$ cat config.mk
export PLATFORM = sky130hd
export DESIGN_NAME = ref_qual_timer
export DESIGN_NICKNAME = d
export VERILOG_FILES = /design/src/rtl/ref_qual_pkg.sv /design/src/rtl/persist_filter.sv /design/src/rtl/qual_timer.sv /design/src/rtl/ref_qual_timer.sv
export SDC_FILE = /design/constraint.sdc
export NUM_CORES = 1
export LEC_CHECK = 0
export ABC_CLOCK_PERIOD_IN_PS = 2300
export BUFFER_PORTS_ARGS = -buffer_cell sky130_fd_sc_hd__buf_2
export CORE_ASPECT_RATIO = 1.25
export CORE_UTILIZATION = 57
export CTS_BUF_LIST = sky130_fd_sc_hd__clkbuf_4 sky130_fd_sc_hd__clkbuf_8
export CTS_CLUSTER_DIAMETER = 120
export DETAILED_ROUTE_END_ITERATION = 8
export PLACE_DENSITY = 0.78
export SLEW_MARGIN = 10
export SYNTH_ARGS = -nofsm -noshare
export SYNTH_HDL_FRONTEND = slang
export SYNTH_HIERARCHICAL = 1
export SYNTH_SLANG_ARGS = --single-unit
$ cat constraint.sdc
create_clock -name clk -period 2.3 [get_ports clk]
set_input_delay 0.115 -clock clk [delete_from_list [all_inputs] [get_ports clk]]
set_output_delay 0.115 -clock clk [all_outputs]
set_load 0.01 [all_outputs]
$ cat src/rtl/ref_qual_pkg.sv
package ref_qual_pkg;
  localparam int NUM_MON = 3;

  typedef enum int {
    MON_SCM = 0,
    MON_CFM = 1,
    MON_PFM = 2
  } mon_idx_e;

  typedef struct packed {
    logic pfm;
    logic cfm;
    logic scm;
  } mon_flags_t;
endpackage

$ cat src/rtl/persist_filter.sv
module persist_filter #(
  parameter int HYST_TICKS = 4
) (
  input  logic clk,
  input  logic rst_n,
  input  logic tick,
  input  logic raw,
  output logic filt
);
  localparam int CW = (HYST_TICKS < 2) ? 1 : $clog2(HYST_TICKS);
  localparam logic [CW-1:0] LAST = CW'(HYST_TICKS - 1);

  logic [CW-1:0] run_cnt;

  always_ff @(posedge clk) begin
    if (!rst_n) begin
      filt    <= 1'b0;
      run_cnt <= '0;
    end else if (tick) begin
      if (raw == filt) begin
        run_cnt <= '0;
      end else if (run_cnt == LAST) begin
        filt    <= raw;
        run_cnt <= '0;
      end else begin
        run_cnt <= run_cnt + 1'b1;
      end
    end
  end

  AST_FILT_HOLDS_OFF_TICK: assert property (@(posedge clk) disable iff (!rst_n)
    !tick |=> $stable(filt));

  AST_FILT_FOLLOWS_RAW: assert property (@(posedge clk) disable iff (!rst_n)
    !$stable(filt) |-> (filt == $past(raw)));
endmodule

$ cat src/rtl/qual_timer.sv
module qual_timer #(
  parameter int DISQ_TICKS = 2500,
  parameter int REQ_TICKS  = 10000
) (
  input  logic clk,
  input  logic rst_n,
  input  logic tick,
  input  logic severe,
  output logic disq
);
  localparam int AW = $clog2(DISQ_TICKS + 1);
  localparam int QW = $clog2(REQ_TICKS + 1);
  localparam logic [AW-1:0] ACC_LAST  = AW'(DISQ_TICKS - 1);
  localparam logic [AW-1:0] ACC_FULL  = AW'(DISQ_TICKS);
  localparam logic [QW-1:0] QUIET_END = QW'(REQ_TICKS - 1);

  logic [AW-1:0] acc_cnt;
  logic [QW-1:0] quiet_cnt;

  always_ff @(posedge clk) begin
    if (!rst_n) begin
      acc_cnt   <= '0;
      quiet_cnt <= '0;
      disq      <= 1'b0;
    end else if (tick) begin
      if (severe) begin
        quiet_cnt <= '0;
        if (!disq) begin
          if (acc_cnt == ACC_LAST) begin
            acc_cnt <= ACC_FULL;
            disq    <= 1'b1;
          end else begin
            acc_cnt <= acc_cnt + 1'b1;
          end
        end
      end else if (quiet_cnt == QUIET_END) begin
        quiet_cnt <= '0;
        acc_cnt   <= '0;
        disq      <= 1'b0;
      end else begin
        quiet_cnt <= quiet_cnt + 1'b1;
      end
    end
  end

  AST_ACC_BOUNDED: assert property (@(posedge clk) disable iff (!rst_n)
    acc_cnt <= ACC_FULL);

  AST_DISQ_NEEDS_FAIL: assert property (@(posedge clk) disable iff (!rst_n)
    $rose(disq) |-> ($past(severe) && $past(tick)));

  AST_REQUAL_ONLY_CLEAN: assert property (@(posedge clk) disable iff (!rst_n)
    $fell(disq) |-> (!$past(severe) && $past(tick)));

  AST_FAIL_RESTARTS_QUIET: assert property (@(posedge clk) disable iff (!rst_n)
    (tick && severe) |=> (quiet_cnt == '0));

  AST_DISQ_HOLDS_OFF_TICK: assert property (@(posedge clk) disable iff (!rst_n)
    !tick |=> $stable(disq));
endmodule

$ cat src/rtl/ref_qual_timer.sv
module ref_qual_timer #(
  parameter int HYST_TICKS = 4,
  parameter int DISQ_TICKS = 2500,
  parameter int REQ_TICKS  = 10000
) (
  input  logic clk,
  input  logic rst_n,
  input  logic tick,
  input  logic scm_fail_in,
  input  logic cfm_fail_in,
  input  logic pfm_fail_in,
  output logic ref_fail,
  output logic holdover_req,
  output logic disqualified
);
  import ref_qual_pkg::*;

  logic [NUM_MON-1:0] raw_vec;
  logic [NUM_MON-1:0] filt_vec;
  mon_flags_t         flags;
  logic               severe;

  assign raw_vec[MON_SCM] = scm_fail_in;
  assign raw_vec[MON_CFM] = cfm_fail_in;
  assign raw_vec[MON_PFM] = pfm_fail_in;

  for (genvar g = 0; g < NUM_MON; g++) begin : g_mon
    persist_filter #(.HYST_TICKS(HYST_TICKS)) u_filt (
      .clk  (clk),
      .rst_n(rst_n),
      .tick (tick),
      .raw  (raw_vec[g]),
      .filt (filt_vec[g])
    );
  end

  assign flags.scm = filt_vec[MON_SCM];
  assign flags.cfm = filt_vec[MON_CFM];
  assign flags.pfm = filt_vec[MON_PFM];

  assign severe = flags.scm | flags.cfm;

  qual_timer #(.DISQ_TICKS(DISQ_TICKS), .REQ_TICKS(REQ_TICKS)) u_timer (
    .clk   (clk),
    .rst_n (rst_n),
    .tick  (tick),
    .severe(severe),
    .disq  (disqualified)
  );

  assign ref_fail     = flags.scm | flags.cfm | flags.pfm;
  assign holdover_req = severe | disqualified;

  AST_HOLD_NEEDS_CAUSE: assert property (@(posedge clk) disable iff (!rst_n)
    (holdover_req && !disqualified) |-> ref_fail);

  AST_DISQ_KEEPS_HOLD: assert property (@(posedge clk) disable iff (!rst_n)
    disqualified |-> holdover_req);

  AST_QUIET_AFTER_RESET: assert property (@(posedge clk)
    $rose(rst_n) |-> (!ref_fail && !holdover_req && !disqualified));
endmodule

-- Word level (Yosys, flattened, before mapping)
Index checks and enable logic that the tools add are counted.
Widths: inputs -> output; s select.
- register bits after elaboration: 36
- bits of input ports: 6
- output and inout bits: 3
- add/subtract/negate cells: 5
- equal/unequal tests: 9
- multiplexer cells: 16
- bitwise gates (word level): 6
- reductions and logical operators: 6
- operators by type and width (kind ; count):
    $mux 12 ; 4
    $mux 14 ; 2
    $add 14x1->14 const B ; 1
    $eq 14x14->1 const B ; 1
    $add 12x1->12 const B ; 1
    $eq 12x12->1 const B ; 1
    $mux 2 ; 6
    $reduce_and 3->1 ; 4
    $add 2x1->2 const B ; 3
    $eq 2x2->1 const B ; 3
    $mux 1 ; 4
    $eq 1x1->1 ; 3
    $not 1->1 ; 3
    $or 1x1->1 ; 3
    $ne 2x2->1 const B ; 1
    $reduce_and 2->1 ; 1
    $reduce_bool 2->1 ; 1

-- Logic depth before layout (Yosys ltp)
- word-level depth: 4
- depth in mapped cells: 7

-- Cells and area by module
Netlist, hierarchy kept.
- modules (own cells, without submodules) (module ; times used ; cells an instance ; area an instance (sq um) ; sequential area each (sq um)):
    qual_timer ; 1 ; 172 ; 1383.8 ; 540.5
    persist_filter ; 3 ; 14 ; 143.9 ; 60.1
    ref_qual_timer ; 1 ; 3 ; 18.8 ; 0.0

-- Worst setup path after synthesis
No wires, ideal clock.
- kind: register -> register
- from: register u_timer.quiet_cnt[5]
- to: register u_timer.acc_cnt[10]
- data arrival time: 2.239 ns
- data required time: 2.226 ns
- setup slack: -0.013 ns
- stages on the path, launching flop included: 6
- path through: dfxtp_1 -> or4_1 -> or4_4 -> o31a_1 -> or4_1 -> o21ai_0
- longest elaborated chain between the ends: 3
- ends and longest elaborated chain (element ; line ; text):
    start: declaration ; qual_timer.sv:18 ; logic [QW-1:0] quiet_cnt;
    start signal: assignment ; qual_timer.sv:41 ; quiet_cnt <= quiet_cnt + 1'b1;
    $eq 14x14->1 ; qual_timer.sv:36 ; end else if (quiet_cnt == QUIET_END) begin
    $reduce_bool 2->1 (no line) ; n/a ;
    $reduce_and 3->1 (no line) ; n/a ;
    end signal: assignment ; qual_timer.sv:33 ; acc_cnt <= acc_cnt + 1'b1;
    end: declaration ; qual_timer.sv:17 ; logic [AW-1:0] acc_cnt;
Every way passes these cells.
A chain may end at the register's enable or synchronous reset.

-- Final worst setup path
Ends and elaborated chain as after synthesis.

==> metrics.txt <==
Yosys reg bits=36; clock latency at the later pin of the worst-skew pair=between 0.3 and 0.4 ns; Leakage=roughly 0.8 nW; DR vias/cell=6.04; Final Hold Viols=0; ant diodes=0; pin slew with the least headroom to its limit=0.443 ns; share of cells above drive strength 1=0.154; Vias=1667; Cell Chain, Critical Path=or4_4 > or4_4 > o31a_1 > or4_1 > o21ai_1; Area Growth Syn to Fin=12.3%; final RePlAce weighted congestion=0.926; H-tree Lvls=2; vias in the first global route=~1.6k; Max stage delay cell, worst path=or4_4; number of fill cells=about 250; syn_nets=229; final non-filler cell total=276; DRC viols=0; Avg Cell Area, Syn=~8.5 sq um; setup TNS=0 ns; cts bufs inserted=5; core area=3000 sq um; dpl cells=268; final wirelength=3800 um; largest net degree at the start of global routing=18; Worst VDD drop=approximately 440 uV; area of the multi-input gates=1070 sq um; Util after Layout=0.686; Ports=9; CP Launch Point=u_timer/quiet_cnt[5]$_SDFFE_PN0P_; register area share after synthesis=0.393; FFs w/ async S/R, synth=0; max incr delay on CP=0.53 ns; first-pass GRT wire length=6470 um; status=complete, no violations; Worst Skew=approximately 0.0085 ns; hold_buf cts=0; Initial Util=0.611; Hold WC Path Type=in -> reg; die width=52.7 um; Storage cell area=722 sq um; CP delay by family, top=simple AND/OR/NAND/NOR gates; PwrDens=around 510 nW/um^2; setup ws final=0.0663 ns; synth cell count leaders=dfxtp_1 (36), nor2_1 (22), nand2_1 (18); RSZ-0062 raised after global routing=no; max-slew violation count=0; cell taking the most area after synthesis=dfxtp_1; CTS clk-pin slew, worst paths=roughly 0.11 ns; initial antenna violation count=0; Wirelength per Cell=approximately 14 um; Clock Path Buffers=2; most frequent CP cell=or4_4; Buffers on Ports=8; TritonCTS clock tree=yes; R2R Path Start=u_timer/quiet_cnt[5]$_SDFFE_PN0P_; top cell type's share of synthesized area=0.393; Worst Setup End Kind=register; Max-slew headroom=0.704; post-synthesis cell count=around 220; CTS root buf=clkbuf_4; total gr overflow=0; reg2reg setup slack=0.07 ns; Post-DRT Antenna Nets=0; # Post-CTS Setup Buffers=0; Die Height=65.4 um; Hold Slack=0.0803 ns; startpoint types=register; Yosys Warn Count=6; critical path class=reg -> reg; Final Setup Violations=0; Max Clk Rate=448 MHz; EDFF count, synth=0; crit path time final=2.23 ns; Clock Sinks=36; Synth Flop Type=dfxtp_1; Placement Setup Slack=0.00914 ns; Syn Std Cell Area=between 1500 and 2000 sq um; initial DRC count=65; half-perimeter wire length after placement=2800 um; MaxCap Viol Count=0; CP max FO=2; Synth area leaders=dfxtp_1 (39%), nor2_1 (4.5%), xor2_1 (4.3%); number of core rows=22; Worst Path Required=around 2.6 ns; most common cell in the netlist=dfxtp_1; worst path bufs/invs=0; Yosys cell types=38; total die area=roughly 3500 sq um; crit path DAT=2.51 ns; Total GRT Usage=0.249; hold_sp=pfm_fail_in; fin crit share=0.971; Pre-Repair DR Iteration Count=4; Layout Nets=251
-- worst min-delay path: stages --
cell,delay (ns)
buf_2,0.09
xnor2_1,0.07
o21ai_1,0.12
-- registers in the layout (all words and copies together), names as in the netlist --
name and count:
u_timer/acc_cnt 12, g_mon.u_filt/filt 3, u_timer/quiet_cnt 14, g_mon.u_filt/run_cnt 6, u_timer/disq 1
-- cell type report --
cell class | count | area share
clock buffers | 6 | 0.0249
clock inverters | 2 | 0.00486
inverters | 7 | 0.0128
multi-input cells | 169 | 0.522
flip-flops and latches | 36 | 0.351
well taps | 36 | 0.0219
repair buffers | 20 | 0.0632
-- routing by layer --
metal | vias to the layer above | share of wire | global-route usage
li1 | 834 | - | -
met1 | 795 | 0.44 | 0.284
met2 | 30 | 0.51 | 0.418
met3 | 8 | 0.026 | 0.0694
met4 | 0 | 0.017 | 0.115
met5 | - | 0 | 0
-- power by group --
group | leakage [nW] | switching (mW) | total [mW] | internal [mW]
Sequential | 0.291 | 0.00797 | 0.639 | 0.631
Combinational | 0.475 | 0.0353 | 0.0595 | 0.0243
Clock | 0.0380 | 0.204 | 0.349 | 0.145
-- path summary, 6_finish.rpt --
check	to	cells past startpoint
max	u_timer/acc_cnt[10]$_SDFFE_PN0P_	5
min	g_mon[2].u_filt/run_cnt[0]$_SDFFE_PN0P_	3
max reg2reg	u_timer/acc_cnt[10]$_SDFFE_PN0P_	5
min reg2reg	u_timer/acc_cnt[8]$_SDFFE_PN0P_	2
-- cell usage in the layout (no fill, tap or decap), drive strengths merged, types with 2 or more instances in the layout --
master	synthesis	routed
buf	0	20
nor4b	2	2
dfxtp	36	36
nor3	7	7
a21boi	4	4
a211o	3	3
nand4	6	6
o21a	4	4
and4	2	2
a31oi	4	4
xnor2	6	6
or3	5	5
a21oi	5	5
or2	4	4
clkbuf	5	6
o21ai	16	16
nor2	22	22
xor2	9	9
and3	9	9
ha	6	6
nand2	18	18
nor4	2	2
nand3	14	14
or4	3	3
clkinv	0	2
nand4bb	3	3
inv	7	7
nand3b	7	7
-- cell families (layout without fill, tap and decap cells) --
logic type,count (synthesis),in the layout,synth area share
AOI/OAI and AO/OA,42,42,0.151
xor gates and xnor gates,15,15,0.0716
adders and majority gates,6,6,0.0409
buffers and inverters,12,35,0.0246
DFF,36,36,0.393
muxes,1,1,0.00546
and+or+nand+nor,105,105,0.314
-- stage by stage --
stage / cell area [sq um] / total power [mW]
6_report: 2060 / 1.05
5_1_grt: 2060 / 1.09
4_1_cts: 2050 / 1.06
3_5_place_dp: 1990 / 0.713
3_3_place_gp: 1990 / 0.708
2_1_floorplan: 1830 / 0.686
-- what timing repair did --
| item | in CTS | in global routing |
|---|---|---|
| setup endpoints to repair | 1 | 1 |
| resized for setup | 0 | 4 |
| pin swaps | 1 | 0 |
(Power assumes the default switching activity.)
